File: src/rtl/eeprom_setup_pkg.sv
package eeprom_setup_pkg;
  localparam int ADDR_W     = 6;
  localparam int DATA_W     = 16;
  localparam int CMD_BITS   = 3 + ADDR_W;
  localparam int FRAME_BITS = CMD_BITS + DATA_W;
  localparam int STA_WORDS  = 3;

  typedef enum logic [1:0] {K_READ, K_WRITE, K_WEN} opKind_e;
  typedef enum logic [2:0] {T_STA0, T_STA1, T_STA2, T_CFG, T_BASE, T_GP} target_e;
  typedef enum logic [1:0] {J_BOARD_RD, J_BOARD_WR, J_GP_RD, J_GP_WR} job_e;

  typedef struct packed {
    logic    valid;
    opKind_e kind;
    target_e target;
  } opDesc_t;

  typedef struct packed {
    logic              load;
    logic              skRise;
    logic              sample;
    logic              skFall;
    logic              csDrop;
    logic              csRaise;
    logic              commit;
    opKind_e           kind;
    target_e           target;
    logic [ADDR_W-1:0] addr;
  } strobe_t;

  // Step i of a job; dflt means the strap code selects built-in defaults.
  function automatic opDesc_t lookupOp(input job_e j, input logic [2:0] i, input logic dflt);
    opDesc_t d;
    d = '{valid: 1'b0, kind: K_READ, target: T_GP};
    case (j)
      J_BOARD_RD: begin
        if (i < 3'd3)                d = '{1'b1, K_READ, target_e'(i)};
        else if (!dflt && i == 3'd3) d = '{1'b1, K_READ, T_CFG};
        else if (!dflt && i == 3'd4) d = '{1'b1, K_READ, T_BASE};
      end
      J_BOARD_WR: begin
        if (!dflt && i == 3'd0)      d = '{1'b1, K_WEN, T_GP};
        else if (!dflt && i == 3'd1) d = '{1'b1, K_WRITE, T_CFG};
        else if (!dflt && i == 3'd2) d = '{1'b1, K_WRITE, T_BASE};
      end
      J_GP_RD: if (i == 3'd0) d = '{1'b1, K_READ, T_GP};
      default: begin
        if (i == 3'd0)      d = '{1'b1, K_WEN, T_GP};
        else if (i == 3'd1) d = '{1'b1, K_WRITE, T_GP};
      end
    endcase
    return d;
  endfunction
endpackage

File: src/rtl/eeprom_setup_ctrl.sv
module eeprom_setup_ctrl import eeprom_setup_pkg::*; #(
  parameter int                SK_HALF  = 2,
  parameter int                STRAP_W  = 3,
  parameter logic [ADDR_W-1:0] STA_BASE = 6'h20
) (
  input  logic               clk,
  input  logic               rstN,
  input  logic [STRAP_W-1:0] strap,
  input  logic [ADDR_W-1:0]  wordPtr,
  input  logic               ctlWe,
  input  logic [2:0]         ctlData,
  input  logic               eeDo,
  output strobe_t            str,
  output logic               busy,
  output logic               selBit,
  output logic               reloadBit,
  output logic               storeBit
);
  localparam int TICK_W = $clog2(2 * SK_HALF + 1);
  localparam int CNT_W  = $clog2(FRAME_BITS + 1);
  localparam logic [STRAP_W-1:0] DEFAULT_CODE = '1;

  typedef enum logic [2:0] {S_IDLE, S_BOOT, S_PREP, S_SHIFT, S_END, S_GAP, S_POLL, S_FIN} state_e;

  state_e              state;
  job_e                job;
  logic [2:0]          opIdx;
  logic [CNT_W-1:0]    bitCnt;
  logic [TICK_W-1:0]   tick;
  logic                skHi;
  logic                pollNext;
  logic [STRAP_W-1:0]  strapLat;
  logic [ADDR_W-1:0]   ptrLat;
  opDesc_t             desc;
  logic [ADDR_W-1:0]   opAddr;
  logic [CNT_W-1:0]    lastBit;
  logic [ADDR_W-1:0]   strapWord;

  assign desc      = lookupOp(job, opIdx, strapLat == DEFAULT_CODE);
  assign strapWord = ADDR_W'(strapLat) << 2;
  assign lastBit   = (desc.kind == K_WEN) ? CNT_W'(CMD_BITS - 1) : CNT_W'(FRAME_BITS - 1);
  assign busy      = (state != S_IDLE);

  always_comb begin
    case (desc.target)
      T_STA0:  opAddr = STA_BASE;
      T_STA1:  opAddr = STA_BASE + ADDR_W'(1);
      T_STA2:  opAddr = STA_BASE + ADDR_W'(2);
      T_CFG:   opAddr = strapWord;
      T_BASE:  opAddr = strapWord | ADDR_W'(1);
      default: opAddr = ptrLat;
    endcase
  end

  always_comb begin
    str        = '0;
    str.kind   = desc.kind;
    str.target = desc.target;
    str.addr   = opAddr;
    case (state)
      S_PREP:  str.load = desc.valid;
      S_SHIFT: if (tick == TICK_W'(SK_HALF - 1)) begin
        str.skRise = !skHi;
        str.sample = !skHi && desc.kind == K_READ && bitCnt >= CNT_W'(CMD_BITS);
        str.skFall = skHi;
      end
      S_END: begin
        str.csDrop = 1'b1;
        str.commit = desc.kind == K_READ;
      end
      S_GAP:   str.csRaise = pollNext && tick == TICK_W'(2 * SK_HALF - 1);
      S_POLL:  str.csDrop = eeDo;
      default: ;
    endcase
  end

  always_ff @(posedge clk or negedge rstN) begin
    if (!rstN) begin
      state     <= S_BOOT;
      job       <= J_BOARD_RD;
      opIdx     <= '0;
      bitCnt    <= '0;
      tick      <= '0;
      skHi      <= 1'b0;
      pollNext  <= 1'b0;
      strapLat  <= '0;
      ptrLat    <= '0;
      selBit    <= 1'b0;
      reloadBit <= 1'b0;
      storeBit  <= 1'b0;
    end else begin
      case (state)
        S_IDLE: if (ctlWe) begin
          selBit   <= ctlData[2];
          strapLat <= strap;
          ptrLat   <= wordPtr;
          opIdx    <= '0;
          if (ctlData[1]) begin
            reloadBit <= 1'b1;
            job       <= ctlData[2] ? J_GP_RD : J_BOARD_RD;
            state     <= S_PREP;
          end else if (ctlData[0]) begin
            storeBit <= 1'b1;
            job      <= ctlData[2] ? J_GP_WR : J_BOARD_WR;
            state    <= S_PREP;
          end
        end
        S_BOOT: begin
          strapLat <= strap;
          state    <= S_PREP;
        end
        S_PREP: begin
          bitCnt <= '0;
          tick   <= '0;
          skHi   <= 1'b0;
          state  <= desc.valid ? S_SHIFT : S_FIN;
        end
        S_SHIFT: begin
          if (tick == TICK_W'(SK_HALF - 1)) begin
            tick <= '0;
            skHi <= !skHi;
            if (skHi) begin
              if (bitCnt == lastBit) state <= S_END;
              else bitCnt <= bitCnt + CNT_W'(1);
            end
          end else begin
            tick <= tick + TICK_W'(1);
          end
        end
        S_END: begin
          pollNext <= desc.kind == K_WRITE;
          tick     <= '0;
          state    <= S_GAP;
        end
        S_GAP: begin
          if (tick == TICK_W'(2 * SK_HALF - 1)) begin
            tick <= '0;
            if (pollNext) begin
              pollNext <= 1'b0;
              state    <= S_POLL;
            end else begin
              opIdx <= opIdx + 3'd1;
              state <= S_PREP;
            end
          end else begin
            tick <= tick + TICK_W'(1);
          end
        end
        S_POLL: if (eeDo) begin
          tick  <= '0;
          state <= S_GAP;
        end
        default: begin
          reloadBit <= 1'b0;
          storeBit  <= 1'b0;
          state     <= S_IDLE;
        end
      endcase
    end
  end

  a_r7_flags_clear: assert property (@(posedge clk) disable iff (!rstN)
    $fell(busy) |-> !reloadBit && !storeBit);
  a_r7_flag_implies_busy: assert property (@(posedge clk) disable iff (!rstN)
    (reloadBit || storeBit) |-> busy);
  a_r8_start_on_request: assert property (@(posedge clk) disable iff (!rstN)
    $rose(busy) |-> $past(ctlWe));
endmodule

File: src/rtl/eeprom_setup_dp.sv
module eeprom_setup_dp import eeprom_setup_pkg::*; #(
  parameter logic [DATA_W-1:0] CFG_DEFAULT  = 16'h00C0,
  parameter logic [DATA_W-1:0] BASE_DEFAULT = 16'h1840
) (
  input  logic                        clk,
  input  logic                        rstN,
  input  strobe_t                     str,
  input  logic                        busy,
  input  logic                        cfgWe,
  input  logic                        baseWe,
  input  logic                        gpWe,
  input  logic [DATA_W-1:0]           hostData,
  input  logic                        eeDo,
  output logic                        eeCs,
  output logic                        eeSk,
  output logic                        eeDi,
  output logic [STA_WORDS*DATA_W-1:0] stationAddr,
  output logic [DATA_W-1:0]           cfgReg,
  output logic [DATA_W-1:0]           baseReg,
  output logic [DATA_W-1:0]           gpReg
);
  logic [FRAME_BITS-1:0] txShift;
  logic [DATA_W-1:0]     rxShift;
  logic [1:0]            opcode;
  logic [ADDR_W-1:0]     frameAddr;
  logic [DATA_W-1:0]     frameData;

  always_comb begin
    case (str.kind)
      K_READ:  opcode = 2'b10;
      K_WRITE: opcode = 2'b01;
      default: opcode = 2'b00;
    endcase
    frameAddr = (str.kind == K_WEN) ? {2'b11, {(ADDR_W-2){1'b0}}} : str.addr;
    case (str.target)
      T_CFG:   frameData = cfgReg;
      T_BASE:  frameData = baseReg;
      T_GP:    frameData = gpReg;
      default: frameData = '0;
    endcase
    if (str.kind != K_WRITE) frameData = '0;
  end

  assign eeDi = txShift[FRAME_BITS-1];

  always_ff @(posedge clk or negedge rstN) begin
    if (!rstN) begin
      txShift <= '0;
      rxShift <= '0;
      eeCs    <= 1'b0;
      eeSk    <= 1'b0;
    end else begin
      if (str.load) begin
        txShift <= {1'b1, opcode, frameAddr, frameData};
        eeCs    <= 1'b1;
        eeSk    <= 1'b0;
      end
      if (str.skRise) eeSk <= 1'b1;
      if (str.sample) rxShift <= {rxShift[DATA_W-2:0], eeDo};
      if (str.skFall) begin
        eeSk    <= 1'b0;
        txShift <= txShift << 1;
      end
      if (str.csRaise) eeCs <= 1'b1;
      if (str.csDrop) begin
        eeCs    <= 1'b0;
        txShift <= '0;
      end
    end
  end

  for (genvar w = 0; w < STA_WORDS; w++) begin : g_sta
    logic [DATA_W-1:0] staWord;
    always_ff @(posedge clk or negedge rstN) begin
      if (!rstN) staWord <= '0;
      else if (str.commit && str.target == target_e'(3'(w))) staWord <= rxShift;
    end
    assign stationAddr[w*DATA_W +: DATA_W] = staWord;
  end

  always_ff @(posedge clk or negedge rstN) begin
    if (!rstN) begin
      cfgReg  <= CFG_DEFAULT;
      baseReg <= BASE_DEFAULT;
      gpReg   <= '0;
    end else begin
      if (str.commit && str.target == T_CFG)       cfgReg  <= rxShift;
      else if (cfgWe && !busy)                     cfgReg  <= hostData;
      if (str.commit && str.target == T_BASE)      baseReg <= rxShift;
      else if (baseWe && !busy)                    baseReg <= hostData;
      if (str.commit && str.target == T_GP)        gpReg   <= rxShift;
      else if (gpWe && !busy)                      gpReg   <= hostData;
    end
  end

  a_r9_sk_within_cs: assert property (@(posedge clk) disable iff (!rstN)
    eeSk |-> eeCs);
  a_r9_di_steady: assert property (@(posedge clk) disable iff (!rstN)
    (eeSk && $past(eeSk)) |-> $stable(eeDi));
  a_r8_cfg_frozen: assert property (@(posedge clk) disable iff (!rstN)
    (busy && !(str.commit && str.target == T_CFG)) |=> $stable(cfgReg));
  a_r8_gp_frozen: assert property (@(posedge clk) disable iff (!rstN)
    (busy && !(str.commit && str.target == T_GP)) |=> $stable(gpReg));
endmodule

File: src/rtl/eeprom_setup_loader.sv
module eeprom_setup_loader import eeprom_setup_pkg::*; #(
  parameter int                SK_HALF      = 2,
  parameter int                STRAP_W      = 3,
  parameter logic [ADDR_W-1:0] STA_BASE     = 6'h20,
  parameter logic [DATA_W-1:0] CFG_DEFAULT  = 16'h00C0,
  parameter logic [DATA_W-1:0] BASE_DEFAULT = 16'h1840
) (
  input  logic                        clk,
  input  logic                        rstN,
  input  logic [STRAP_W-1:0]          strap,
  input  logic [ADDR_W-1:0]           wordPtr,
  input  logic                        ctlWe,
  input  logic [2:0]                  ctlData,
  input  logic                        cfgWe,
  input  logic                        baseWe,
  input  logic                        gpWe,
  input  logic [DATA_W-1:0]           hostData,
  input  logic                        eeDo,
  output logic                        eeCs,
  output logic                        eeSk,
  output logic                        eeDi,
  output logic [STA_WORDS*DATA_W-1:0] stationAddr,
  output logic [DATA_W-1:0]           cfgReg,
  output logic [DATA_W-1:0]           baseReg,
  output logic [DATA_W-1:0]           gpReg,
  output logic                        selBit,
  output logic                        reloadBit,
  output logic                        storeBit,
  output logic                        busy
);
  strobe_t str;

  eeprom_setup_ctrl #(.SK_HALF(SK_HALF), .STRAP_W(STRAP_W), .STA_BASE(STA_BASE)) u_ctrl (
    .clk(clk), .rstN(rstN), .strap(strap), .wordPtr(wordPtr), .ctlWe(ctlWe),
    .ctlData(ctlData), .eeDo(eeDo), .str(str), .busy(busy), .selBit(selBit),
    .reloadBit(reloadBit), .storeBit(storeBit)
  );

  eeprom_setup_dp #(.CFG_DEFAULT(CFG_DEFAULT), .BASE_DEFAULT(BASE_DEFAULT)) u_dp (
    .clk(clk), .rstN(rstN), .str(str), .busy(busy), .cfgWe(cfgWe), .baseWe(baseWe),
    .gpWe(gpWe), .hostData(hostData), .eeDo(eeDo), .eeCs(eeCs), .eeSk(eeSk),
    .eeDi(eeDi), .stationAddr(stationAddr), .cfgReg(cfgReg), .baseReg(baseReg),
    .gpReg(gpReg)
  );
endmodule

File: config.mk
export PLATFORM = sky130hd
export DESIGN_NAME = eeprom_setup_loader
export DESIGN_NICKNAME = d
export VERILOG_FILES = /design/src/rtl/eeprom_setup_pkg.sv /design/src/rtl/eeprom_setup_ctrl.sv /design/src/rtl/eeprom_setup_dp.sv /design/src/rtl/eeprom_setup_loader.sv
export SDC_FILE = /design/constraint.sdc
export NUM_CORES = 1
export LEC_CHECK = 0
export BUFFER_PORTS_ARGS = -buffer_cell sky130_fd_sc_hd__buf_2
export CORE_UTILIZATION = 50
export CTS_BUF_LIST = sky130_fd_sc_hd__clkbuf_4
export DETAILED_ROUTE_END_ITERATION = 10
export GPL_TIMING_DRIVEN = 0
export PLACE_DENSITY = 0.72
export SLEW_MARGIN = 10
export SYNTH_ARGS = -nofsm -noshare
export SYNTH_HDL_FRONTEND = slang
export SYNTH_HIERARCHICAL = 1
export SYNTH_SLANG_ARGS = --single-unit
File: constraint.sdc
create_clock -name clk -period 4 [get_ports clk]
set_clock_uncertainty 0.05 [all_clocks]
set_input_delay 0.2 -clock clk [delete_from_list [all_inputs] [get_ports clk]]
set_output_delay 0.2 -clock clk [all_outputs]
set_load 0.02 [all_outputs]
* Word level (Yosys, flattened, before mapping) *
Cells that the tools add are included.
W data, S select, Z words.

storage, ports and cells
  input port bits = 35
  bits in registers = 169
  output and inout bits = 103
  logic and storage cells = 192

cells by class
  magnitude comparators = 2
  bitwise logic cells = 1
  mux-type cells = 77
  add/subtract/negate cells = 3
  reductions and logical operators = 51
  equality and inequality tests = 36

operators with widths
  operator              count
  $mux W16              7
  $mux W25              3
  $mux W6               10
  $mux W3               19
  $pmux W16 S3          1
  $pmux W6 S5           1
  $eq A3 B2 Y1 const B  7
  $eq A3 B3 Y1 const B  7
  $pmux W3 S7           1
  $mux W5               4
  $pmux W6 S3           1
  $logic_and A1 B1 Y1   17
  $mux W1               16
  $reduce_bool A2 Y1    8
  $ne A2 B2 Y1 const B  7
  $eq A3 B1 Y1 const B  4
  $pmux W3 S2           2
  $pmux W3 S4           1
  $reduce_and A4 Y1     3
  $reduce_bool A3 Y1    4
  $ne A2 B1 Y1 const B  5
  $pmux W1 S2           5
  $pmux W5 S2           1
  $reduce_and A2 Y1     5
  19 further kinds      31

* Logic depth before layout (Yosys ltp) *
Gate-level depths: netlist of run 1.

  word-level depth = 14
  depth in mapped cells = 13
  mapped depth without buffers = 11

* Hierarchy *
The synthesis of run 1 kept the hierarchy.

by module, submodules not included
  module             area an instance (µm²)  times used  cells an instance  seq. area each (µm²)
  eeprom_setup_dp    6293.5                  1           523                3484.6
  eeprom_setup_ctrl  2073.2                  1           223                752.0

* Worst setup path after synthesis of run 1 *
OpenSTA, ideal clock, no wires.

  path kind = register to register
  start point = register u_ctrl.opIdx[0]
  end point = register u_dp.g_sta[0].staWord[10]
  period minus slack after synthesis = 2.975 ns
  slack = 1.025 ns
  path buffers = 1
  arrival time = 2.800 ns
  stages on the path, launching flop included = 10
  data required time = 3.825 ns
  setup time = 0.125 ns
  cell sequence = dfrtp_1 > inv_1 > ha_1 > and2b_1 > o21ai_0 > nor2_1 > nor4_1 > nor4b_4 > buf_6 > mux2_2

RTL lines
  item                    RTL line                  source
  start, declared         eeprom_setup_ctrl.sv:27   logic [2:0] opIdx;
  start signal, assigned  eeprom_setup_ctrl.sv:142  opIdx <= opIdx + 3'd1;
  end signal, assigned    eeprom_setup_dp.sv:76     else if (str.commit && str.target == target_e'(3'(w))) staWord <= rxShift;
  end, declared           eeprom_setup_dp.sv:73     logic [DATA_W-1:0] staWord;

==> results of run 1 <==
==> kinds of logic after synthesis <==
logic type	Yosys count	share of synthesized area, %
AND/OR/NAND/NOR	176	11.4
AO/OA/AOI/OAI	172	12.8
flip-flops	169	50.6
XOR/XNOR	3	0.314
buffers and inverters	68	4.02
adder cells (fa/ha/maj)	13	1.94
multiplexers	145	18.9
==> area by class of cell <==
cell class	instances	area, um^2
diodes	1	2.50
plain buffers	49	265
clock inverters	15	211
fillers	1383	6100
inverters	19	71.3
repair buffers	169	1030
multi-input cells	509	3790
well taps	216	270
flip-flops and latches	169	4240
clock buffers	17	128
==> metal layers <==
layer	part of all wire, %	wire length (um)
met1	46	9890
met5	0	0
met4	2.4	511
met2	46	9960
met3	5.9	1280
==> stage by stage <==
stage                     cells  worst slack, ns  hold WS [ns]  area (um^2)  utilization (%)
after floorplan             746             1.02        -0.146         8370                -
after global placement     1099          0.00388         0.364         9320             57.8
after detailed placement   1100            0.368         0.111         9360             58.1
after CTS                  1163            0.343        0.0351        10000             62.1
after global routing       1164           0.0283        0.0592        10000             62.1
final                      1164            0.290        0.0694        10000             62.1
==> worst max-delay path by stage <==
stage / slack [ns] / end / from
6_report: 0.29 / u_dp/g_sta[0].staWord[14]$_DFFE_PN0P_ / u_ctrl/opIdx[0]$_DFFE_PN0P_
5_1_grt: 0.03 / u_dp/g_sta[0].staWord[6]$_DFFE_PN0P_ / u_ctrl/opIdx[0]$_DFFE_PN0P_
4_1_cts: 0.34 / u_dp/g_sta[0].staWord[14]$_DFFE_PN0P_ / u_ctrl/opIdx[0]$_DFFE_PN0P_
3_5_place_dp: 0.37 / u_dp/g_sta[0].staWord[9]$_DFFE_PN0P_ / u_ctrl/opIdx[0]$_DFFE_PN0P_
3_3_place_gp: 0.004 / u_dp/g_sta[0].staWord[8]$_DFFE_PN0P_ / rstN
2_1_floorplan: 1.02 / u_dp/g_sta[0].staWord[10]$_DFFE_PN0P_ / u_ctrl/opIdx[0]$_DFFE_PN0P_
==> sequential cells by signal (all words and copies together) (netlist names), 3 cells and up <==
| name | flops |
|---|---|
| u_dp/txShift | 25 |
| u_ctrl/opIdx | 3 |
| u_dp/gpReg | 16 |
| u_ctrl/tick | 3 |
| u_ctrl/state | 3 |
| u_dp/baseReg | 16 |
| u_ctrl/bitCnt | 5 |
| u_dp/cfgReg | 16 |
| u_ctrl/strapLat | 3 |
| u_dp/g_sta.staWord | 48 |
| u_ctrl/ptrLat | 6 |
| u_dp/rxShift | 16 |
==> synthesized netlist by cell type (2+ instances only) <==
master,instances
nor2_1,58
mux2_4,3
nand3_1,5
a21o_1,4
a32o_1,2
buf_4,2
a31oi_1,6
o21ai_0,30
nand4b_1,3
a22oi_1,19
o22ai_1,20
and4bb_2,2
nor2b_1,20
a211oi_1,3
nor3_1,13
a311oi_1,4
buf_2,16
nand2_1,36
clkbuf_1,22
o21a_1,3
dfrtp_1,163
a311o_1,2
mux2_2,91
buf_6,7
nand2b_1,6
a22o_1,5
nand4_1,2
dfstp_2,6
and3_1,3
a21oi_1,63
mux2i_1,51
nor3b_1,17
ha_1,13
xnor2_1,2
inv_1,19
==> power by group <==
part	internal [mW]	switching [mW]
Combinational	0.0545	0.0745
Sequential	1.71	0.00401
Clock	0.316	0.751
Total	2.08	0.830
==> placed cells by master, fill, tap and decap left out, types with 22 or more instances in the layout <==
cell	n
mux2_2	91
nor2_1	58
a21oi_1	63
dfrtp_1	163
nand2_1	36
dlygate4sd3_1	31
mux2i_1	51
buf_2	152
o21ai_0	30
clkbuf_1	22
==> results.yml, run 1 <==
worst_hold_path:
  holdCritPathClass: "in -> async"
global_routing:
  grt_max_degree: 111
  grt_util_met2_pct: 41.0
  grt_usage_pct: 25.8
  grt_pass1_vias: 6711
  top_usage_layer: "met2"
  grt_pass1_wl_um: 35200
  met1_usage_pct: 34.1
  met3_usage_pct: 6.21
  grt-ovfl-total: 0
  antenna_found_initial: 1
route:
  via_count: 6607
  first_pass_iters: 5
  drcViolationCount: 0
  ant_nets: 0
  first_iter_violations: 442
  routedWlPerCell_um: 18.6
  viasPerCell: 5.68
  wirelength_um: 21600
critical_path:
  crit_type: "reg -> reg"
  cpPeakStageDelay_ns: 0.99
  path_max_fanout: 10
  regToRegEndpoint: "u_dp/g_sta[0].staWord[14]$_DFFE_PN0P_"
  worstPathRequired_ns: 4.43
  critPathCaptureType: "flip-flop"
  r2r-start: "u_ctrl/opIdx[0]$_DFFE_PN0P_"
  worst-r2r-setup-slack_ns: 0.29
  r2r_cells: 9
  path_buf_inv: 2
  slowest_stage: "nor4_1"
  crit_chain: "inv_1, ha_1, and2b_1, o21ai_0, nor2_1, nor4_1, nor4b_4, buf_6, mux2_2"
  cp_top_family: "simple AND/OR/NAND/NOR gates"
  cp-start-kind: "flip-flop"
  worstPathArrival_ns: 4.14
  cp_num_cells: 9
power_and_ir_drop:
  ir_drop_v: 0.000354
  leakage_nw: 4.50
  power_mw: 2.91
  power-per-cell-area_nw_per_um2: 291
synthesis:
  syn_area_um2: 8370
  synth-edff-count: 0
  netlist_instances: 746
  synth.avg_cell_area_um2: 11.2
  synth_nets: 794
  async_flop_share_pct: 100
  synth.distinct_cells: 60
  netlist.area_leader.share_pct: 48.8
  yosysWarnings: 6
  synth_top_cell_by_area: "dfrtp_1"
  yosysSeqAreaShare_pct: 50.6
  synth_ff_type: "dfrtp_1"
  synth-seq-cells: 169
  yosys-top-cells-area: "dfrtp_1 (49%), mux2_2 (12%), mux2i_1 (6.1%)"
clock_tree:
  cts_root_buf: "clkbuf_4"
  clock_path_buffers: 2
  clock-sinks: 169
  cts_tree: "built"
  postCtsResizedCells: 0
  cts-htree-levels: 4
  clk_pin_slew_worst_paths_ns: 0.16
  post_cts_buffers: 0
  ctsHoldBuffers: 31
  cts_buffers: 17
  clk_latency_ns: 0.59
die:
  rows: 46
  ioPinCount: 138
  die_area_um2: 17300
  die_x_um: 131
  dieHeight_um: 131
  core_area_um2: 16100
  initial_core_util_pct: 51.9
timing:
  final-setup-viol-count: 0
  period_minus_slack_ns: 3.71
  final_max_slew_viol_count: 0
  fin_setup_tns_ns: 0
  rsz0062_at_grt: "false"
  relSlewSlack_pct: 18.8
  hold_viol: 0
  fin_crit_sh_pct: 92.8
  tightest_slew_ns: 1.21
  max_clock_freq_mhz: 270
outcome:
  status: "finished clean"
cells_and_area:
  fin_nets: 982
  synthToLayoutAreaGrowth_pct: 19.7
  drive_gt1_share_pct: 32.4
place:
  routabilityCongestion: 0.856
  hpwl_um: 15000
  io_buffers: 137
job:
  max-cap-violations: 0
Note: power is estimated with default switching activity, not from simulation.
==> inputs of run 2 (changes only) <==
--- a/config.mk
+++ b/config.mk
@@ -5,6 +5,7 @@
 export SDC_FILE = /design/constraint.sdc
 export NUM_CORES = 1
 export LEC_CHECK = 0
+export ABC_AREA = 1
 export BUFFER_PORTS_ARGS = -buffer_cell sky130_fd_sc_hd__buf_2
 export CORE_UTILIZATION = 50
 export CTS_BUF_LIST = sky130_fd_sc_hd__clkbuf_4
==> run 2 against run 1 <==
Net effect: via count increased by 21%; clock power decreased by 6%; area after synthesis increased by 1.6%; largest power group is now combinational logic; die area increased by 1.6%; clock-buffer cell count unchanged; first-iteration DRC count increased by 46%.
==> results.yml, run 2 <==
cells_and_area:
  synthToLayoutAreaGrowth_pct: 19.7
  largest_reg_flops: 48
  largest-register: "u_dp/g_sta.staWord"
  fin_nets: 1312
  reg_top3: "u_dp/g_sta.staWord (48), u_dp/txShift (25)"
  finalNonFillerCells: 1498
  most-common-layout-cells: "nand2_1 (271), nand3_1 (166), dfrtp_1 (163)"
  layout_commonest_cell: "nand2_1"
  final_area_um2: 10200
  drive_gt1_share_pct: 18.6
worst_hold_path:
  holdCritPathClass: "in -> async"
timing:
  relSlewSlack_pct: 61.6
  fin_crit_sh_pct: 82.3
  fin_setup_tns_ns: 0
  period_minus_slack_ns: 3.29
  rsz0062_at_grt: "false"
  tightest_slew_ns: 0.575
  final-setup-viol-count: 0
  hold_viol: 0
  max_clock_freq_mhz: 304
  whs_ns: 0.0274
  final_max_slew_viol_count: 0
synthesis:
  yosys-top-cells-area: "dfrtp_1 (48%), nand2_1 (12%), nand3_1 (9.8%)"
  syn_area_um2: 8500
  netlist.area_leader.share_pct: 48.0
  async_flop_share_pct: 100
  synth_top_cell_by_area: "dfrtp_1"
  netlist_instances: 1070
  synth_ff_type: "dfrtp_1"
  synth.avg_cell_area_um2: 7.95
  yosysSeqAreaShare_pct: 49.8
  synth-seq-cells: 169
  synth_nets: 1118
  synth.distinct_cells: 40
  synth_commonest_cells: "nand2_1 (271), nand3_1 (166), dfrtp_1 (163)"
  yosysWarnings: 6
  synth-edff-count: 0
  synth.most_common_cell: "nand2_1"
global_routing:
  antenna_found_initial: 1
  grt_usage_pct: 27.8
  grt_pass1_vias: 7489
  grt_pass1_wl_um: 38400
  grt-ovfl-total: 0
  grt_max_degree: 111
place:
  dp_cells: 1428
  hpwl_um: 17400
  routabilityCongestion: 0.969
  post_dp_cell_area_um2: 9500
  io_buffers: 137
critical_path:
  worstPathArrival_ns: 3.73
  worstPathRequired_ns: 4.43
  critPathCaptureType: "flip-flop"
  crit_type: "reg -> reg"
  cp-start-kind: "flip-flop"
  path_max_fanout: 10
route:
  viasPerCell: 5.35
  ant_nets: 0
  routedWlPerCell_um: 15.7
  via_count: 8018
  wirelength_um: 23500
  first_pass_iters: 5
  first_iter_violations: 645
  drcViolationCount: 0
clock_tree:
  postCtsResizedCells: 0
  clock-sinks: 169
  cts-htree-levels: 4
  clock_path_buffers: 2
  clk_latency_ns: 0.59
  clk_pin_slew_worst_paths_ns: 0.17
  cts_tree: "built"
  cts_root_buf: "clkbuf_4"
  post_cts_buffers: 0
  ctsHoldBuffers: 37
  cts_buffers: 17
power_and_ir_drop:
  leakage_nw: 5.06
  ir_drop_v: 0.000260
  power-per-cell-area_nw_per_um2: 622
  power_mw: 6.34
die:
  dieHeight_um: 132
  core_area_um2: 16600
  rows: 47
  initial_core_util_pct: 51.3
  ioPinCount: 138
  die_x_um: 132
  die_area_um2: 17500
job:
  max-cap-violations: 0
outcome:
  status: "finished clean"
## run 2: cell types whose count changed in the layout (fill, tap and decap cells not counted), sizes merged, moves of 16 or more
cell,previous run,this run
nand3,5,168
o21ai,31,101
nor3b,18,2
a22oi,19,0
a21oi,63,17
nand2,37,280
nor2b,20,0
nor2,58,84
inv,26,130
mux2i,51,0
mux2,94,3
o211ai,0,19
## run 2: path summary, 6_finish.rpt
check,cells past startpoint,end,from,slack (ns)
min reg2reg,2,u_dp/txShift[24]$_DFFE_PN0P_,u_dp/txShift[24]$_DFFE_PN0P_,0.45
min in group clk,5,u_dp/gpReg[15]$_DFFE_PN0P_,gpWe,0.06
max reg2reg,15,u_dp/g_sta[2].staWord[4]$_DFFE_PN0P_,u_ctrl/opIdx[0]$_DFFE_PN0P_,0.71
max,15,u_dp/g_sta[2].staWord[4]$_DFFE_PN0P_,u_ctrl/opIdx[0]$_DFFE_PN0P_,0.71
min,2,u_dp/txShift[9]$_DFFE_PN0P_,rstN,0.03
max in group asynchronous,3,u_ctrl/tick[0]$_DFFE_PN0P_,rstN,2.96
## run 2: logic make-up after synthesis
group                    count (synthesis)  share of synthesized area [%]
AND/OR/NAND/NOR                        554                           29.2
buffers and inverters                  173                           8.18
flip-flops                             169                           49.8
AO/OA/AOI/OAI                          156                           10.3
adder cells (fa/ha/maj)                 13                           1.91
multiplexers                             3                          0.397
XOR/XNOR                                 2                          0.206
## run 2: power breakdown
part / switching (mW) / total, mW / internal (mW)
Clock: 0.718 / 1.01 / 0.291
Sequential: 0.431 / 2.55 / 2.12
Combinational: 1.81 / 2.77 / 0.967
## run 2: metrics by stage
| step | setup slack, ns | utilization, % |
|---|---|---|
| after global routing | 0.396 | 61.4 |
| after global placement | -0.0147 | 57.1 |
| after floorplan | 1.47 | - |
| after detailed placement | 0.792 | 57.3 |
| after CTS | 0.794 | 61.4 |
| final | 0.709 | 61.4 |
## run 2: worst max-delay path, stage by stage (launching register included)
cell and delay, ns:
dfrtp_1 0.50, inv_1 0.15, ha_1 0.22, inv_1 0.07, nor2_1 0.12, nand2_1 0.09
and2_1 0.18, a32oi_1 0.31, inv_1 0.15, nor2_1 0.29, inv_1 0.07, nor2_1 0.19
nand3_1 0.27, clkbuf_1 0.33, nand2_1 0.12, o21ai_0 0.08
## run 2: area by class of cell
cell class                 instances  area (um^2)
antenna                            1         2.50
buffer                            48          226
clock buffer                      17          128
clock inverter                    15          180
fill                            1545         6400
inverter                         125          469
multi-input combinational        728         3570
sequential                       169         4240
tap                              220          275
timing repair buffer             175         1090
## run 2: metal layers
metal,up-vias,share of wire [%],track usage [%]
met1,3793,45,40.2
li1,3884,-,-
met4,0,2.1,9.96
met2,305,44,41.1
met3,36,8.2,6.13
met5,-,0,0
